==> src/rtl/irqp_pkg.sv <==
// Shared opcodes and identifier layout for the interrupt pending unit.
package irqp_pkg;
    typedef enum logic [2:0] {
        OP_NONE     = 3'd0,
        OP_SOFT_GEN = 3'd1,
        OP_PRIV_CFG = 3'd2,
        OP_SHR_CFG  = 3'd3,
        OP_SHR_SET  = 3'd4,
        OP_ROUTE    = 3'd5,
        OP_CORE_EN  = 3'd6,
        OP_CLEAR    = 3'd7
    } wr_op_e;

    localparam int SOFT_N      = 16;
    localparam int PRIV_N      = 16;
    localparam int SHARED_BASE = 32;
endpackage

==> src/rtl/irqp_sync.sv <==
// Two-flop synchronizer plus a one-cycle history stage.
// Assumes inputs are asynchronous. RST_VAL is the idle level, so that
// release from reset cannot produce a spurious edge.
module irqp_sync #(
    parameter int         W       = 8,
    parameter logic [W-1:0] RST_VAL = '0
) (
    input  logic         clk,
    input  logic         rst_n,
    input  logic [W-1:0] raw_i,
    output logic [W-1:0] sync_o,
    output logic [W-1:0] prev_o
);
    logic [W-1:0] meta_q, sync_q, prev_q;

    // Shift the raw lines through metastability, sync and history stages.
    always_ff @(posedge clk) begin
        if (!rst_n) begin
            meta_q <= RST_VAL;
            sync_q <= RST_VAL;
            prev_q <= RST_VAL;
        end else begin
            meta_q <= raw_i;
            sync_q <= meta_q;
            prev_q <= sync_q;
        end
    end

    assign sync_o = sync_q;
    assign prev_o = prev_q;
endmodule

==> src/rtl/irqp_detect.sv <==
// Per-bit edge or level pending detector.
// Assumes synchronized inputs. The active polarity is fixed by ACTIVE_LOW.
// The sticky bit is set by a detected edge (in edge mode) or by set_i.
// Only clr_i clears it, and a set in the same cycle wins over the clear.
module irqp_detect #(
    parameter int   W          = 8,
    parameter logic ACTIVE_LOW = 1'b0
) (
    input  logic         clk,
    input  logic         rst_n,
    input  logic [W-1:0] sync_i,
    input  logic [W-1:0] prev_i,
    input  logic [W-1:0] edge_cfg_i,
    input  logic [W-1:0] set_i,
    input  logic [W-1:0] clr_i,
    output logic [W-1:0] pend_o
);
    logic [W-1:0] act, act_prev, hit, sticky_q;

    // Normalize to active-high and find transitions into the active level.
    always_comb begin
        act      = sync_i ^ {W{ACTIVE_LOW}};
        act_prev = prev_i ^ {W{ACTIVE_LOW}};
        hit      = act & ~act_prev & edge_cfg_i;
    end

    // Sticky pending: clear first, then new sets take precedence.
    always_ff @(posedge clk) begin
        if (!rst_n) sticky_q <= '0;
        else        sticky_q <= (sticky_q & ~clr_i) | hit | set_i;
    end

    // Level-mode sources show pending while active; edge state always shows.
    assign pend_o = sticky_q | (act & ~edge_cfg_i);

    for (genvar i = 0; i < W; i++) begin : g_chk
        // an edge into the active level is pending on the next cycle.
        a_r4_edge_latches: assert property (@(posedge clk) disable iff (!rst_n)
            (edge_cfg_i[i] && act[i] && !act_prev[i]) |=> pend_o[i]);
        // an edge-latched bit stays until it is cleared.
        a_r9_sticky_holds: assert property (@(posedge clk) disable iff (!rst_n)
            (pend_o[i] && edge_cfg_i[i] && !clr_i[i]) |=> pend_o[i]);
    end
endmodule

==> src/rtl/irqp_route.sv <==
// Steers shared pending bits to cores.
// A line goes either to a fixed target or, in any-core mode, to the
// lowest-numbered enabled core. Targets beyond NC are never delivered.
module irqp_route #(
    parameter int NC = 2,
    parameter int NS = 32,
    parameter int CW = 1
) (
    input  logic           clk,
    input  logic           rst_n,
    input  logic [NS-1:0]  shr_pend_i,
    input  logic [NS-1:0]  any_i,
    input  logic [NS*CW-1:0] tgt_i,
    input  logic [NC-1:0]  en_i,
    output logic [NC*NS-1:0] dlv_o
);
    logic [CW-1:0] lowest;
    logic          has_en;

    // Find the lowest-numbered enabled core.
    always_comb begin
        lowest = '0;
        has_en = 1'b0;
        for (int c = NC - 1; c >= 0; c--) begin
            if (en_i[c]) begin
                lowest = CW'(c);
                has_en = 1'b1;
            end
        end
    end

    // Deliver each pending shared line to its chosen core.
    always_comb begin
        for (int c = 0; c < NC; c++) begin
            for (int s = 0; s < NS; s++) begin
                dlv_o[c*NS+s] = shr_pend_i[s] &
                    (any_i[s] ? (has_en && lowest == CW'(c))
                              : (tgt_i[s*CW +: CW] == CW'(c)));
            end
        end
    end

    for (genvar s = 0; s < NS; s++) begin : g_chk
        logic [NC-1:0] col;
        // Gather one shared line's delivery across all cores.
        always_comb begin
            for (int c = 0; c < NC; c++) col[c] = dlv_o[c*NS+s];
        end
        a_r7_one_core: assert property (@(posedge clk) disable iff (!rst_n)
            $onehot0(col));
        a_r8_none_enabled: assert property (@(posedge clk) disable iff (!rst_n)
            (en_i == '0 && any_i[s]) |-> (col == '0));
    end
endmodule

==> src/rtl/irq_pend_unit.sv <==
// Multi-class interrupt pending unit, top level.
// Holds the command-written configuration and the software pending bits.
// Wired lines run through sync, detection and routing instances.
// Assumes one command per cycle and NUM_CORES <= 8.
module irq_pend_unit
    import irqp_pkg::*;
#(
    parameter int NUM_CORES  = 2,
    parameter int NUM_SHARED = 32,
    localparam int CW     = (NUM_CORES > 1) ? $clog2(NUM_CORES) : 1,
    localparam int NWORDS = (NUM_SHARED + 31) / 32,
    localparam int IW     = (NWORDS > 1) ? $clog2(NWORDS) : 1,
    localparam int TOTAL  = SHARED_BASE + NUM_SHARED
) (
    input  logic                       clk,
    input  logic                       rst_n,
    input  logic [NUM_CORES*PRIV_N-1:0] priv_irq_i,
    input  logic [NUM_SHARED-1:0]      shared_irq_i,
    input  logic                       wr_en_i,
    input  logic [2:0]                 wr_op_i,
    input  logic [CW-1:0]              wr_core_i,
    input  logic [IW-1:0]              wr_idx_i,
    input  logic [31:0]                wr_data_i,
    output logic [NUM_CORES*TOTAL-1:0] pend_o
);
    localparam int PW = NUM_CORES * PRIV_N;

    wr_op_e op;
    logic   do_soft, do_pcfg, do_scfg, do_sset, do_route, do_en, do_clr;
    logic [15:0] cmd_id;

    logic [NUM_CORES-1:0][SOFT_N-1:0] soft_q;
    logic [PW-1:0]           priv_edge_q, priv_clr, priv_sync, priv_prev, priv_pend;
    logic [NUM_SHARED-1:0]   shr_edge_q, shr_set, shr_clr, shr_sync, shr_prev, shr_pend;
    logic [NUM_SHARED-1:0]   route_any_q;
    logic [NUM_SHARED*CW-1:0] route_tgt_q;
    logic [NUM_CORES-1:0]    core_en_q;
    logic [NUM_CORES*NUM_SHARED-1:0] shr_dlv;

    // Decode the command strobe into per-opcode enables.
    always_comb begin
        op       = wr_op_e'(wr_op_i);
        cmd_id   = wr_data_i[15:0];
        do_soft  = wr_en_i && op == OP_SOFT_GEN;
        do_pcfg  = wr_en_i && op == OP_PRIV_CFG;
        do_scfg  = wr_en_i && op == OP_SHR_CFG;
        do_sset  = wr_en_i && op == OP_SHR_SET;
        do_route = wr_en_i && op == OP_ROUTE;
        do_en    = wr_en_i && op == OP_CORE_EN;
        do_clr   = wr_en_i && op == OP_CLEAR;
    end

    // Software pending bits: clear by identifier, then raise by target mask.
    always_ff @(posedge clk) begin
        if (!rst_n) begin
            soft_q <= '0;
        end else begin
            for (int c = 0; c < NUM_CORES; c++) begin
                if (do_clr && wr_core_i == CW'(c) && cmd_id < 16'(SOFT_N))
                    soft_q[c][cmd_id[3:0]] <= 1'b0;
                if (do_soft && wr_data_i[8+c])
                    soft_q[c][wr_data_i[3:0]] <= 1'b1;
            end
        end
    end

    // Configuration registers: private trigger banks, shared triggers, routes, enables.
    always_ff @(posedge clk) begin
        if (!rst_n) begin
            priv_edge_q <= '0;
            shr_edge_q  <= '0;
            route_any_q <= '0;
            route_tgt_q <= '0;
            core_en_q   <= '1;
        end else begin
            for (int c = 0; c < NUM_CORES; c++)
                if (do_pcfg && wr_core_i == CW'(c))
                    priv_edge_q[c*PRIV_N +: PRIV_N] <= wr_data_i[PRIV_N-1:0];
            for (int s = 0; s < NUM_SHARED; s++) begin
                if (do_scfg && wr_idx_i == IW'(s / 32))
                    shr_edge_q[s] <= wr_data_i[s % 32];
                if (do_route && cmd_id == 16'(s)) begin
                    route_any_q[s]            <= wr_data_i[16];
                    route_tgt_q[s*CW +: CW]   <= wr_data_i[24 +: CW];
                end
            end
            if (do_en) core_en_q <= wr_data_i[NUM_CORES-1:0];
        end
    end

    // Per-bit set and clear strobes for the wired-source detectors.
    always_comb begin
        for (int c = 0; c < NUM_CORES; c++)
            for (int i = 0; i < PRIV_N; i++)
                priv_clr[c*PRIV_N+i] = do_clr && wr_core_i == CW'(c) &&
                                       cmd_id == 16'(SOFT_N + i);
        for (int s = 0; s < NUM_SHARED; s++) begin
            shr_set[s] = do_sset && wr_idx_i == IW'(s / 32) && wr_data_i[s % 32];
            shr_clr[s] = do_clr && cmd_id == 16'(SHARED_BASE + s);
        end
    end

    irqp_sync #(.W(PW), .RST_VAL({PW{1'b1}})) u_priv_sync (
        .clk(clk), .rst_n(rst_n), .raw_i(priv_irq_i),
        .sync_o(priv_sync), .prev_o(priv_prev));

    irqp_detect #(.W(PW), .ACTIVE_LOW(1'b1)) u_priv_det (
        .clk(clk), .rst_n(rst_n), .sync_i(priv_sync), .prev_i(priv_prev),
        .edge_cfg_i(priv_edge_q), .set_i({PW{1'b0}}), .clr_i(priv_clr),
        .pend_o(priv_pend));

    irqp_sync #(.W(NUM_SHARED), .RST_VAL({NUM_SHARED{1'b0}})) u_shr_sync (
        .clk(clk), .rst_n(rst_n), .raw_i(shared_irq_i),
        .sync_o(shr_sync), .prev_o(shr_prev));

    irqp_detect #(.W(NUM_SHARED), .ACTIVE_LOW(1'b0)) u_shr_det (
        .clk(clk), .rst_n(rst_n), .sync_i(shr_sync), .prev_i(shr_prev),
        .edge_cfg_i(shr_edge_q), .set_i(shr_set), .clr_i(shr_clr),
        .pend_o(shr_pend));

    irqp_route #(.NC(NUM_CORES), .NS(NUM_SHARED), .CW(CW)) u_route (
        .clk(clk), .rst_n(rst_n), .shr_pend_i(shr_pend), .any_i(route_any_q),
        .tgt_i(route_tgt_q), .en_i(core_en_q), .dlv_o(shr_dlv));

    for (genvar c = 0; c < NUM_CORES; c++) begin : g_core
        // Assemble one core's vector: shared above private above software.
        assign pend_o[c*TOTAL +: TOTAL] = {shr_dlv[c*NUM_SHARED +: NUM_SHARED],
                                           priv_pend[c*PRIV_N +: PRIV_N],
                                           soft_q[c]};

        // a raise-software command reaches every core named in its mask.
        a_r2_soft_reaches: assert property (@(posedge clk) disable iff (!rst_n)
            (do_soft && wr_data_i[8+c]) |=> pend_o[c*TOTAL + 32'($past(wr_data_i[3:0]))]);
    end
endmodule

==> config.mk <==
export PLATFORM = sky130hd
export DESIGN_NAME = irq_pend_unit
export DESIGN_NICKNAME = d
export VERILOG_FILES = /design/src/rtl/irqp_pkg.sv /design/src/rtl/irqp_sync.sv /design/src/rtl/irqp_detect.sv /design/src/rtl/irqp_route.sv /design/src/rtl/irq_pend_unit.sv
export SDC_FILE = /design/constraint.sdc
export NUM_CORES = 1
export LEC_CHECK = 0
export BUFFER_PORTS_ARGS = -buffer_cell sky130_fd_sc_hd__buf_4
export CORE_MARGIN = 5
export CORE_UTILIZATION = 40
export DETAILED_ROUTE_END_ITERATION = 6
export PLACE_DENSITY_LB_ADDON = 0.2
export SLEW_MARGIN = 20
export SYNTH_ARGS = -nofsm -noshare
export SYNTH_HDL_FRONTEND = slang
export SYNTH_SLANG_ARGS = --single-unit
==> constraint.sdc <==
create_clock -name clk -period 2 [get_ports clk]
set_clock_uncertainty 0.2 [all_clocks]
set_input_delay 0.1 -clock clk [delete_from_list [all_inputs] [get_ports clk]]
set_output_delay 0.1 -clock clk [all_outputs]
set_load 0.01 [all_outputs]
==> results.toml, run 1 <==
[setup_path]
worstPathArrival_ns = 1.75
timing.rr.start = "core_en_q[0]"
critical_path.top_delay_family = "buffers and inverters"
critical_path.reg2reg.endpoint = "core_en_q[0]"
reg2reg_setup_slack_ns = 0.10
worst_reg_to_reg_path_cell_count = 6
slowest_delay_ns = 0.36
critical_path_required_ns = 1.70
critPathKind = "reg -> out"
crit_path_end_kind = "primary output"
worstPathMaxFanout = 8
critical_path.startpoint_type = "flop"
critPathBufInv = 3
worstPathCellList = "nor2b_4 > buf_6 > buf_16 > a21oi_2 > nor2_1 > buf_4"
cpMaxStageDelayCell = "sky130_fd_sc_hd__dfxtp_4"

[hold_path]
worstHoldEndpoint = "u_shr_det.sticky_q[31]"
worst_hold_launch = "wr_data_i[9]"
holdCritPathClass = "in -> reg"
holdPathStages = 6

[grt]
grt_pass1_wl_mm = 77.0
grt_start_max_net_pins = 120
total_global_route_track_usage = 0.223
grt-ovfl-total = 0
grt_pass1_vias = 13400
antenna_found_initial = 4

[detailed_routing]
drt-pass1-iter-count = 5
avgRoutedWirePerCell_um = 19.2
post_drt_via_cell_ratio = 4.96
ant_nets = 0
drt_first_iter_violations = 779
vias = 13100
final_wl_mm = 51.0
detail_route.drc_violations = 0

[finish]
num-nets-final = 2192
final_util = 0.569
final_layout_size_suffix_gt1_frac = 0.231
area_growth_pct = 41.0

[sta]
rsz0062_at_grt = "yes"
finalWorstSetupSlack_ns = -0.0476
slew_violations = 0
final_critical_delay_including_setup_and_external_delays_ns = 2.05
finalHoldWorstSlack_ns = 0.0213
max_freq_ghz = 0.488
finalSetupTns_ns = -0.203
relSlewSlack = 0.514
post-route-period-util = 1.02
setup_viol = 11
timing.final.hold_violations = 0
timing_worst_slew_pin_value_ns = 0.729

[power_and_ir_drop]
total_power_mw = 18.0
vdd.ir_drop.worst_mv = 0.558
p_per_area_nw_per_um2 = 802
p_leak_nw = 8.28

[floorplan]
die_height_um = 210
row_count = 73
boundary_pin_count = 232
floorplan.initialDensity = 0.403
die_w_um = 210
die-area_um2 = 44000
core_um2 = 39500

[synthesis]
postSynthRegisterBits = 418
yosys_warning_total = 0
syn_area_um2 = 15900
synthesis.area_per_instance_um2 = 9.56
postSynthCellCount = 1667
yosys.cell_types.count = 39
synth.net_count = 1771
synth.yosys.seq_area_share = 0.525

[place]
numPortBuffers = 231
gpl.final_weighted_congestion = 0.787
worst_slack_after_detailed_placement_ns = 0.114
place_hpwl_mm = 31.3

[clocking]
worstSkewPairLatency_ns = 0.58
tritoncts.num_buffers = 45
cts_num_sinks = 418
tritoncts = "built"
ctsLongestPathBuffers = 3
ctsRootBufferMaster = "sky130_fd_sc_hd__clkbuf_16"
clkTransAtPathRegs_ns = 0.06
ctsHtreeMaxLevel = 2

[status]
violations_in_the_final_reports = "setup timing"
run_status = "finished with violations"

[run]
count_of_maximum_capacitance_violations = 0
stage by stage:
step / instance area (um^2) / cells
final: 22500 / 2650
after global routing: 22500 / 2650
after CTS: 22100 / 2640
after detailed placement: 18500 / 2381
after global placement: 18500 / 2381
after floorplan: 15900 / 1667
placed cells by master, fill, tap and decap left out, drive strengths merged, types with 6 or more instances in the layout:
cell type	count
clkbuf	69
o22ai	32
inv	66
o21ai	32
nor3	66
nand3b	34
clkinv	14
nor2b	101
o21bai	32
a21oi	65
nand2b	98
mux2i	98
dlygate4sd3	167
nand4	7
and2	97
buf	303
nand2	177
nor2	67
o31ai	32
nand3	6
dfxtp	418
a21boi	96
a32oi	31
flip-flops by register name, indices dropped and copies added, names as in the netlist, named ones only:
signal	flops
core_en_q	2
priv_edge_q	32
route_any_q	32
route_tgt_q	32
shr_edge_q	32
u_priv_det.sticky_q	32
u_priv_sync.meta_q	32
u_priv_sync.prev_o	32
u_priv_sync.sync_o	32
u_shr_det.sticky_q	32
u_shr_sync.meta_q	32
u_shr_sync.prev_o	32
u_shr_sync.sync_o	32
what timing repair did:
item	4_1_cts	5_1_grt
hold buffers	169	0
setup endpoints to repair	48	59
setup buffers	5	5
gates resized for setup	77	50
pin swaps	44	36
cloned	4	4
hold endpoints to repair	312	0
where the power goes:
group / switching (mW) / internal [mW]
Sequential: 0.0820 / 8.51
Clock: 3.44 / 4.68
Combinational: 0.646 / 0.666
Total: 4.17 / 13.9
Yosys cell counts, drive strengths merged:
master	number	area, um^2
and2	97	607
and4b	1	10.0
clkinv	1	3.75
nor4b	3	32.5
o22ai	32	200
o31ai	32	240
nor3	66	347
nand3b	34	255
o21bai	32	240
nor2	67	402
nor4bb	2	20.0
a32oi	31	272
clkbuf	83	312
nor4	2	42.5
a21boi	96	721
buf	17	123
nor3b	1	7.51
and4bb	1	12.5
nand3	6	30.0
dfxtp	418	8370
nand2b	98	613
mux2i	98	981
nand4	7	62.6
inv	64	240
nor2b	101	632
and4	1	8.76
o21ai	32	160
a21oi	65	325
nand2	177	664
or3	2	12.5
tightest hold or removal path, cell delays in order:
cell and delay, ns:
sky130_fd_sc_hd__buf_4 0.11, sky130_fd_sc_hd__nor4_4 0.06, sky130_fd_sc_hd__nand4_1 0.13, sky130_fd_sc_hd__buf_12 0.13
sky130_fd_sc_hd__o21ai_0 0.07, sky130_fd_sc_hd__a21boi_0 0.15
metal layers:
metal,global-route usage,up-vias,wire length (um)
li1,-,6469,-
met1,0.291,6268,22500
met2,0.378,323,24400
met3,0.0404,83,2760
met4,0.0677,4,1260
met5,0,-,27
cell type report:
cell class,count,area [um^2]
clock buffer,65,1300
clock inverter,17,146
multi-input combinational,1084,7360
tap,525,657
timing repair buffer,474,4400
antenna,2,5.00
fill,3439,17100
sequential,418,8370
inverter,65,244
worst max-delay path by stage:
stage / from / end / slack [ns] / cells past startpoint
6_report: core_en_q[0] / pend_o[124] / -0.05 / 6
5_1_grt: core_en_q[0] / pend_o[119] / -0.10 / 6
4_1_cts: core_en_q[0] / pend_o[111] / -0.07 / 6
3_5_place_dp: wr_data_i[7] / u_priv_det.sticky_q[28] / 0.11 / 6
3_3_place_gp: wr_data_i[7] / route_any_q[12] / 0.20 / 6
2_1_floorplan: wr_data_i[5] / route_any_q[3] / 0.40 / 6
cell families after synthesis:
group,Yosys count,synth area share
simple gates,666,0.236
flops,418,0.525
compound gates,320,0.135
buf+inv,165,0.0425
mux,98,0.0615
Power figures use the tool's default switching activity.
==> run 2, diff against run 1 <==
--- a/config.mk
+++ b/config.mk
@@ -9,6 +9,7 @@
 export CORE_MARGIN = 5
 export CORE_UTILIZATION = 40
 export DETAILED_ROUTE_END_ITERATION = 6
+export HOLD_SLACK_MARGIN = 0.03
 export PLACE_DENSITY_LB_ADDON = 0.2
 export SLEW_MARGIN = 20
 export SYNTH_ARGS = -nofsm -noshare
==> run 2 against run 1 <==
Effect of this change:
- critical endpoint is now pend_o[96]
- largest power group unchanged
- clock power is essentially flat
- die area is the same
- the flow still finishes with violations (setup timing)
- utilization grew 0.31 points
- count of clock-buffer cells in the layout is the same
- fmax shrank 0.18%
- combinational power is essentially flat
- critical path depth is the same
==> results.toml, run 2 (same netlist as run 1, synthesis figures left out) <==
[run]
count_of_maximum_capacitance_violations = 0

[setup_path]
critical_path.startpoint_type = "flop"
cpMaxStageDelayCell = "sky130_fd_sc_hd__dfxtp_4"
slowest_delay_ns = 0.36
critPathBufInv = 3
critical_path.reg2reg.endpoint = "core_en_q[0]"
worstPathMaxFanout = 8
timing.rr.start = "core_en_q[0]"
worst_reg_to_reg_path_cell_count = 6
worstPathArrival_ns = 1.75
critical_path.top_delay_family = "buffers and inverters"
reg2reg_setup_slack_ns = 0.10
critPathKind = "reg -> out"
worstPathCellList = "nor2b_4 > buf_6 > buf_16 > a21oi_4 > nor2_2 > buf_4"
critical_path_required_ns = 1.70
crit_path_end_kind = "primary output"

[floorplan]
die-area_um2 = 44000
core_um2 = 39500
row_count = 73
boundary_pin_count = 232
die_height_um = 210
die_w_um = 210
floorplan.initialDensity = 0.403

[detailed_routing]
avgRoutedWirePerCell_um = 19.2
final_wl_mm = 51.0
detail_route.drc_violations = 0
post_drt_via_cell_ratio = 4.98
drt_first_iter_violations = 815
vias = 13300
drt-pass1-iter-count = 5
ant_nets = 0

[sta]
max_freq_ghz = 0.487
post-route-period-util = 1.03
final_critical_delay_including_setup_and_external_delays_ns = 2.05
finalWorstSetupSlack_ns = -0.0514
relSlewSlack = 0.510
rsz0062_at_grt = "yes"
timing_worst_slew_pin_value_ns = 0.735
setup_viol = 10
timing.final.hold_violations = 0
slew_violations = 0

[finish]
regArea_um2 = 8370
instances_no_fill = 2663
area_growth_pct = 41.8
fill_cells = 3417
leading_cell_types_in_the_layout_fill_and_taps_excluded = "416 x sky130_fd_sc_hd__dfxtp_1, 273 x sky130_fd_sc_hd__buf_4, 177 x sky130_fd_sc_hd__nand2_1, 177 x sky130_fd_sc_hd__dlygate4sd3_1, 98 x sky130_fd_sc_hd__mux2i_1"
num-nets-final = 2205
final_layout_size_suffix_gt1_frac = 0.231
multiInputGateArea_um2 = 7360
mostFrequentLayoutCell = "sky130_fd_sc_hd__dfxtp_1"
layout.cell_area.non_filler_um2 = 22600

[grt]
grt-ovfl-total = 0
antenna_found_initial = 4
total_global_route_track_usage = 0.223
grt_pass1_wl_mm = 77.1
grt_start_max_net_pins = 120
grt_pass1_vias = 13500

[place]
gpl.final_weighted_congestion = 0.787
place_hpwl_mm = 31.3
numPortBuffers = 231
dpl-instance-area_um2 = 18500
place.detailed.instances = 2381

[clocking]
ctsHtreeMaxLevel = 2
tritoncts = "built"
ctsRootBufferMaster = "sky130_fd_sc_hd__clkbuf_16"
worstSkewPairLatency_ns = 0.58
cts_num_sinks = 418
tritoncts.num_buffers = 45
clkTransAtPathRegs_ns = 0.06
ctsLongestPathBuffers = 3

[power_and_ir_drop]
switching_power_mw = 4.17
p_leak_nw = 8.34
power.combinational.fraction = 0.073
total_power_mw = 18.0
power_frac_seq = 0.476
vdd.ir_drop.worst_mv = 0.583
p_per_area_nw_per_um2 = 798
internal-power_mw = 13.9
switching_share = 0.231
power.clock.fraction = 0.450

[status]
violations_in_the_final_reports = "setup timing"
run_status = "finished with violations"

[hold_path]
holdPathStages = 6
worstHoldEndpoint = "u_shr_det.sticky_q[31]"
holdCritPathClass = "in -> reg"
worst_hold_launch = "wr_data_i[9]"
[run 2: cell count changes in the layout (fill, tap and decap cells not counted), sizes merged]
cell | before | now
buf | 303 | 306
dlygate4sd3 | 167 | 177
[run 2: power by group through the flow]
stage / Combinational (mW) / Sequential (mW) / Clock (mW)
after floorplan: 0.491 / 8.75 / 0
after global placement: 1.02 / 8.77 / 0
after detailed placement: 1.03 / 8.77 / 0
after CTS: 1.30 / 8.59 / 8.28
after global routing: 1.42 / 8.61 / 8.60
final: 1.32 / 8.59 / 8.12
[run 2: layout make-up]
type | count | area share
Sequential cell | 418 | 0.370
Multi-Input combinational cell | 1084 | 0.326
Timing Repair Buffer | 487 | 0.200
Clock buffer | 65 | 0.0576
Tap cell | 525 | 0.0291
Inverter | 65 | 0.0108
Clock inverter | 17 | 0.00648
Antenna cell | 2 | 0.000221
[run 2: layer usage]
layer / wire length (um) / part of all wire / GRT usage
met2: 24500 / 0.48 / 0.379
met1: 22600 / 0.44 / 0.292
met3: 2660 / 0.052 / 0.0399
met5: 27 / 0.00053 / 0
met4: 1220 / 0.024 / 0.0659
[run 2: worst max path at each step]
| stage | startpoint | to | slack, ns | depth (start not counted) |
|---|---|---|---|---|
| 2_1_floorplan | wr_data_i[5] | route_any_q[3] | 0.40 | 6 |
| 3_3_place_gp | wr_data_i[7] | route_any_q[12] | 0.20 | 6 |
| 3_5_place_dp | wr_data_i[7] | u_priv_det.sticky_q[28] | 0.11 | 6 |
| 4_1_cts | core_en_q[0] | pend_o[111] | -0.07 | 6 |
| 5_1_grt | core_en_q[0] | pend_o[124] | -0.1 | 6 |
| 6_report | core_en_q[0] | pend_o[96] | -0.05 | 6 |
[run 2: tightest hold or removal path: stages]
cell                       delay, ns
sky130_fd_sc_hd__buf_4          0.11
sky130_fd_sc_hd__nor4_4         0.06
sky130_fd_sc_hd__nand4_1        0.13
sky130_fd_sc_hd__buf_12         0.13
sky130_fd_sc_hd__o21ai_0        0.06
sky130_fd_sc_hd__a21boi_0       0.15
[run 2: per-stage QoR]
step	setup WS (ns)	TNS, ns	hold WS (ns)	util
detailed placement	0.114	0	0.0872	0.469
finish	-0.0514	-0.172	0.0142	0.572
CTS	-0.0655	-1.20	0.0315	0.562
floorplan	0.398	0	0.00147	-
global route	-0.0979	-1.96	0.0578	0.572
global placement	0.198	0	0.0840	0.469
[run 2: timing repair]
item,CTS,global route
endpoints found under the hold margin,313,0
buffers inserted,5,8
cloned,4,4
gates resized for setup,77,49
endpoints found under the setup margin,48,63
pin swaps,44,37
hold buffers,178,0
